### src/rtl/occ_pkg.sv
package occ_pkg;

    typedef enum logic [1:0] {
        OM_HOLD   = 2'b00,
        OM_TOGGLE = 2'b01,
        OM_CLEAR  = 2'b10,
        OM_SET    = 2'b11
    } om_e;

    function automatic logic om_apply(input om_e mode, input logic cur);
        logic nxt;
        case (mode)
            OM_TOGGLE: nxt = ~cur;
            OM_CLEAR:  nxt = 1'b0;
            OM_SET:    nxt = 1'b1;
            default:   nxt = cur;
        endcase
        return nxt;
    endfunction

endpackage

### src/rtl/occ_cmp.sv
module occ_cmp #(
    parameter int CW = 16
) (
    input  logic [CW-1:0] cnt_val,
    input  logic [CW-1:0] cmp_val,
    input  logic          cnt_en,
    output logic          hit
);
    logic [CW-1:0] same;

    // per-bit equality, reduced below
    for (genvar i = 0; i < CW; i++) begin : g_bit
        assign same[i] = ~(cnt_val[i] ^ cmp_val[i]);
    end

    assign hit = cnt_en & (&same);

endmodule

### src/rtl/occ_wave.sv
module occ_wave
    import occ_pkg::*;
(
    input  logic       clk,
    input  logic       rst,
    input  logic       fire,
    input  logic [1:0] mode,
    output logic       wave_o
);
    typedef struct packed {
        logic lvl;
    } wave_st_t;

    wave_st_t st_d, st_q;

    always_comb begin
        st_d = st_q;
        if (fire) begin
            st_d.lvl = om_apply(om_e'(mode), st_q.lvl);
        end
    end

    always_ff @(posedge clk) begin
        if (rst) st_q <= '0;
        else     st_q <= st_d;
    end

    assign wave_o = st_q.lvl;

    // a toggle action inverts the pin exactly once
    p_toggle_r4: assert property (@(posedge clk) disable iff (rst)
        ($past(fire) && $past(mode) == 2'b01 && !$past(rst)) |-> (wave_o != $past(wave_o)));
    // clear action
    p_clear_r4: assert property (@(posedge clk) disable iff (rst)
        ($past(fire) && $past(mode) == 2'b10) |-> !wave_o);
    // set action
    p_set_r4: assert property (@(posedge clk) disable iff (rst)
        ($past(fire) && $past(mode) == 2'b11) |-> wave_o);
    // without an action the level holds
    p_hold_r4: assert property (@(posedge clk) disable iff (rst)
        ($past(!fire || mode == 2'b00) && !$past(rst)) |-> $stable(wave_o));

endmodule

### src/rtl/ocf_channel.sv
module ocf_channel #(
    parameter int CW = 16
) (
    input  logic          clk,
    input  logic          rst,
    input  logic [CW-1:0] cnt_val,
    input  logic          cnt_en,
    input  logic [CW-1:0] cmp_val,
    input  logic [1:0]    out_mode,
    input  logic          pwm_mode,
    input  logic          ctc_mode,
    input  logic          force_stb,
    output logic          wave_o,
    output logic          match_irq,
    output logic          clr_req
);
    typedef struct packed {
        logic irq;
        logic clr;
    } evt_st_t;

    evt_st_t ev_d, ev_q;
    logic    hit;
    logic    force_ok;
    logic    fire;

    occ_cmp #(.CW(CW)) u_cmp (
        .cnt_val (cnt_val),
        .cmp_val (cmp_val),
        .cnt_en  (cnt_en),
        .hit     (hit)
    );

    // one action per edge, however many sources ask for it
    always_comb begin
        force_ok = force_stb & ~pwm_mode;
        fire     = (hit & ~pwm_mode) | force_ok;
        ev_d.irq = hit;
        ev_d.clr = hit & ctc_mode & ~pwm_mode;
    end

    always_ff @(posedge clk) begin
        if (rst) ev_q <= '0;
        else     ev_q <= ev_d;
    end

    occ_wave u_wave (
        .clk    (clk),
        .rst    (rst),
        .fire   (fire),
        .mode   (out_mode),
        .wave_o (wave_o)
    );

    assign match_irq = ev_q.irq;
    assign clr_req   = ev_q.clr;

    // a pulse only follows an enabled equal compare
    p_irq_src_r2: assert property (@(posedge clk) disable iff (rst)
        match_irq |-> $past(cnt_en && cnt_val == cmp_val));
    // disabled counter gives no event
    p_no_en_r3: assert property (@(posedge clk) disable iff (rst)
        ($past(!cnt_en) && !$past(rst)) |-> (!match_irq && !clr_req));
    // clear request needs clear-on-compare outside PWM, with the match pulse
    p_clr_ctc_r5: assert property (@(posedge clk) disable iff (rst)
        clr_req |-> ($past(ctc_mode && !pwm_mode) && match_irq));
    // force alone raises no interrupt
    p_force_no_irq_r7: assert property (@(posedge clk) disable iff (rst)
        $past(force_stb && !(cnt_en && cnt_val == cmp_val)) |-> !match_irq);
    // force alone raises no clear request
    p_force_no_clr_r8: assert property (@(posedge clk) disable iff (rst)
        $past(force_stb && !(cnt_en && cnt_val == cmp_val)) |-> !clr_req);
    // PWM mode leaves the pin alone
    p_pwm_hold_r9: assert property (@(posedge clk) disable iff (rst)
        ($past(pwm_mode) && !$past(rst)) |-> $stable(wave_o));

endmodule

### config.mk
export PLATFORM = sky130hd
export DESIGN_NAME = ocf_channel
export DESIGN_NICKNAME = d
export VERILOG_FILES = /design/src/rtl/occ_pkg.sv /design/src/rtl/occ_cmp.sv /design/src/rtl/occ_wave.sv /design/src/rtl/ocf_channel.sv
export SDC_FILE = /design/constraint.sdc
export NUM_CORES = 1
export LEC_CHECK = 0
export BUFFER_PORTS_ARGS = -buffer_cell sky130_fd_sc_hd__buf_2
export CORE_AREA = 4 4 41 43
export CTS_BUF_LIST = sky130_fd_sc_hd__clkbuf_8 sky130_fd_sc_hd__clkbuf_16
export DETAILED_ROUTE_END_ITERATION = 8
export DIE_AREA = 0 0 45 47
export PLACE_DENSITY = 0.66
export SLEW_MARGIN = 0
export SYNTH_ARGS = -nofsm -noshare
export SYNTH_HDL_FRONTEND = slang
export SYNTH_SLANG_ARGS = --single-unit
export TNS_END_PERCENT = 30
### constraint.sdc
create_clock -name clk -period 2.3 [get_ports clk]
set_clock_uncertainty 0.1 [all_clocks]
set_input_delay 0.115 -clock clk [delete_from_list [all_inputs] [get_ports clk]]
set_output_delay 0.115 -clock clk [all_outputs]
set_load 0.005 [all_outputs]
==> impl_metrics.json <==
{
  "outcome": "completed",
  "min-delay-start": "rst",
  "p_leak_nw": 0.322,
  "critPathArrivalTime_ns": 1.62,
  "avgViaCountPerCell": 4.48,
  "start_kind": "input pin",
  "grt_pass1_wl_um": 1610,
  "fp.dieW_um": 45,
  "path_cells": "buf_2, xor2_1, nor4_1, a31oi_1, or4_1, a32o_1",
  "post_drt_wl_per_cell_um": 9.42,
  "grt.total_usage": 0.107,
  "io_pins": 43,
  "clock.fmax_mhz": 620,
  "ys_types": 18,
  "hold_viol_final": 0,
  "max_slew_margin": 0.687,
  "ys_seq_area_frac": 0.181,
  "fin_nets": 126,
  "place_hpwl_um": 871,
  "synthMuxAreaShare": 0,
  "slowest_delay_ns": 0.46,
  "numClockSinks": 3,
  "place.gp.congestion": 0.763,
  "finalInstanceArea_um2": 606,
  "fin_tns_setup_ns": 0,
  "whs_path_depth": 2,
  "startpoint": "cmp_val[11]",
  "grt_pass1_vias": 473,
  "start_util": 0.255,
  "place_ws_ns": 0.469,
  "finalCritPeriodShare": 0.701,
  "setup_viol": 0,
  "synth-simple-area-share": 0.279,
  "path_class": "input pin to register",
  "yosysWarnings": 0,
  "min_path_type": "input pin to register",
  "synth-xor-area-share": 0.423,
  "synth_top_family_by_area": "XOR/XNOR gates",
  "worstMarginPinSlew_ns": 0.465,
  "numCtsBuffers": 3,
  "layout_common_cells": "42 x buf_2, 15 x xor2_1, 3 x clkbuf_8, 3 x dfxtp_1",
  "synthAdderAreaFrac": 0,
  "drc": 0,
  "slew_viol_final": 0,
  "grt_antenna_before_repair": 0,
  "routed_wl_um": 942,
  "syn_area_per_cell_um2": 8.50,
  "grt_overflow": 0,
  "clockBufferDepth": 2,
  "cpMaxStageDelayCell": "nor4_1",
  "initialDrtViolationCount": 2,
  "max_cap_violations": 0,
  "io_buffers": 42,
  "post_dp_cell_area_um2": 561,
  "first_pass_iters": 2,
  "fin_crit_ns": 1.61,
  "r2r_cells": 4,
  "fillCellCount": 149,
  "core_area_um2": 1300,
  "hold_buffers": 0,
  "cp-end-kind": "register",
  "num_vias": 448,
  "ys_ff_latch": 3,
  "rows": 13,
  "cts_tree": "yes",
  "final_common_cell": "buf_2",
  "cts.htree.levels": 1,
  "worstPathRequired_ns": 2.30,
  "cts_root_buf": "clkbuf_8",
  "rsz0062_at_grt": "no",
  "synth_compound_area_frac": 0.106,
  "syn_area_um2": 332,
  "path_max_fanout": 3,
  "drive_above_1_share": 0.553,
  "drtAntennaViolNets": 0,
  "grt_max_degree": 5,
  "clk_pin_slew_worst_paths_ns": 0.03,
  "netlist_instances": 39,
  "die_area_um2": 2120,
  "die_height_um": 47,
  "insertion_delay_ns": 0.21,
  "p_per_area_nw_per_um2": 459,
  "postCtsSetupBuffers": 0,
  "area_delta_synth_final_pct": 82.6,
  "ir_worst_vdd_v": 0.000152,
  "r2r_start": "u_wave.wave_o",
  "worst_slack_ns": 0.687,
  "synthesis.nets": 79,
  "cts_resized": 0,
  "diodes": 0
}
critical path, delay by kind of cell:
| family | cells | cell delay [ns] |
|---|---|---|
| AOI/OAI and AO/OA | 2 | 0.38 |
| xor gates and xnor gates | 1 | 0.15 |
| buffers and inverters | 1 | 0.10 |
| and+or+nand+nor | 2 | 0.88 |
routing by layer:
metal,share of wire,GRT usage,vias to the layer above
met5,0,0,-
met3,0.20,0.0575,4
met4,0.027,0.0702,0
met2,0.42,0.184,34
li1,-,-,233
met1,0.35,0.0975,177
report_power, final:
| group | switching (W) | internal (W) | total [W] | leakage, nW |
|---|---|---|---|---|
| Combinational | 0.0000324 | 0.0000428 | 0.0000752 | 0.271 |
| Sequential | 0.00000109 | 0.0000537 | 0.0000548 | 0.0243 |
| Clock | 0.0000346 | 0.000114 | 0.000148 | 0.0269 |
| Total | 0.0000680 | 0.000210 | 0.000278 | 0.322 |
final timing paths:
kind | endpoint | slack, ns
worst max-delay path | u_wave.wave_o | 0.69
worst min-delay path | match_irq | 0.006
worst max register to register | u_wave.wave_o | 1.16
worst min register to register | u_wave.wave_o | 0.55
stage by stage:
step / std cells / total power [W] / util / hold slack (ns)
finish: 100 / 0.000278 / 0.465 / 0.00584
floorplan: 39 / 0.0000883 / - / 0.100
CTS: 100 / 0.000284 / 0.465 / 0.00364
global placement: 96 / 0.000130 / 0.431 / 0.232
detailed placement: 96 / 0.000132 / 0.431 / 0.230
global route: 100 / 0.000297 / 0.465 / 0.0276
cell type report:
cell class | count | area [um^2] | share of cell area
clock inverters | 1 | 3.75 | 0.00620
inverters | 1 | 3.75 | 0.00620
clock buffers | 3 | 41.3 | 0.0682
flip-flops and latches | 3 | 60.1 | 0.0992
repair buffers | 42 | 210 | 0.347
well taps | 15 | 18.8 | 0.0310
multi-input cells | 35 | 268 | 0.442
registers in the layout, summed over array words and instances (netlist names):
| name | count |
|---|---|
| clr_req | 1 |
| match_irq | 1 |
| u_wave.wave_o | 1 |
synth_stat cells (all sizes together):
cell type / number / area share
xor2: 15 / 0.40
dfxtp: 3 / 0.18
nor4: 3 / 0.094
a31oi: 2 / 0.038
nand4: 2 / 0.038
nor2: 2 / 0.023
nor3: 2 / 0.030
a22oi: 1 / 0.023
a32o: 1 / 0.030
and3b: 1 / 0.026
inv: 1 / 0.011
nand2: 1 / 0.011
nand3: 1 / 0.015
nor2b: 1 / 0.019
o21ai: 1 / 0.015
or4: 1 / 0.023
xnor2: 1 / 0.026
cell families (layout without fill, tap and decap cells):
logic type	count (synthesis)	count (layout)
buffers and inverters	1	47
XOR/XNOR	16	16
AND/OR/NAND/NOR	14	14
AO/OA/AOI/OAI	5	5
flip-flops	3	3
No activity file was read; power rests on OpenSTA's default activity.
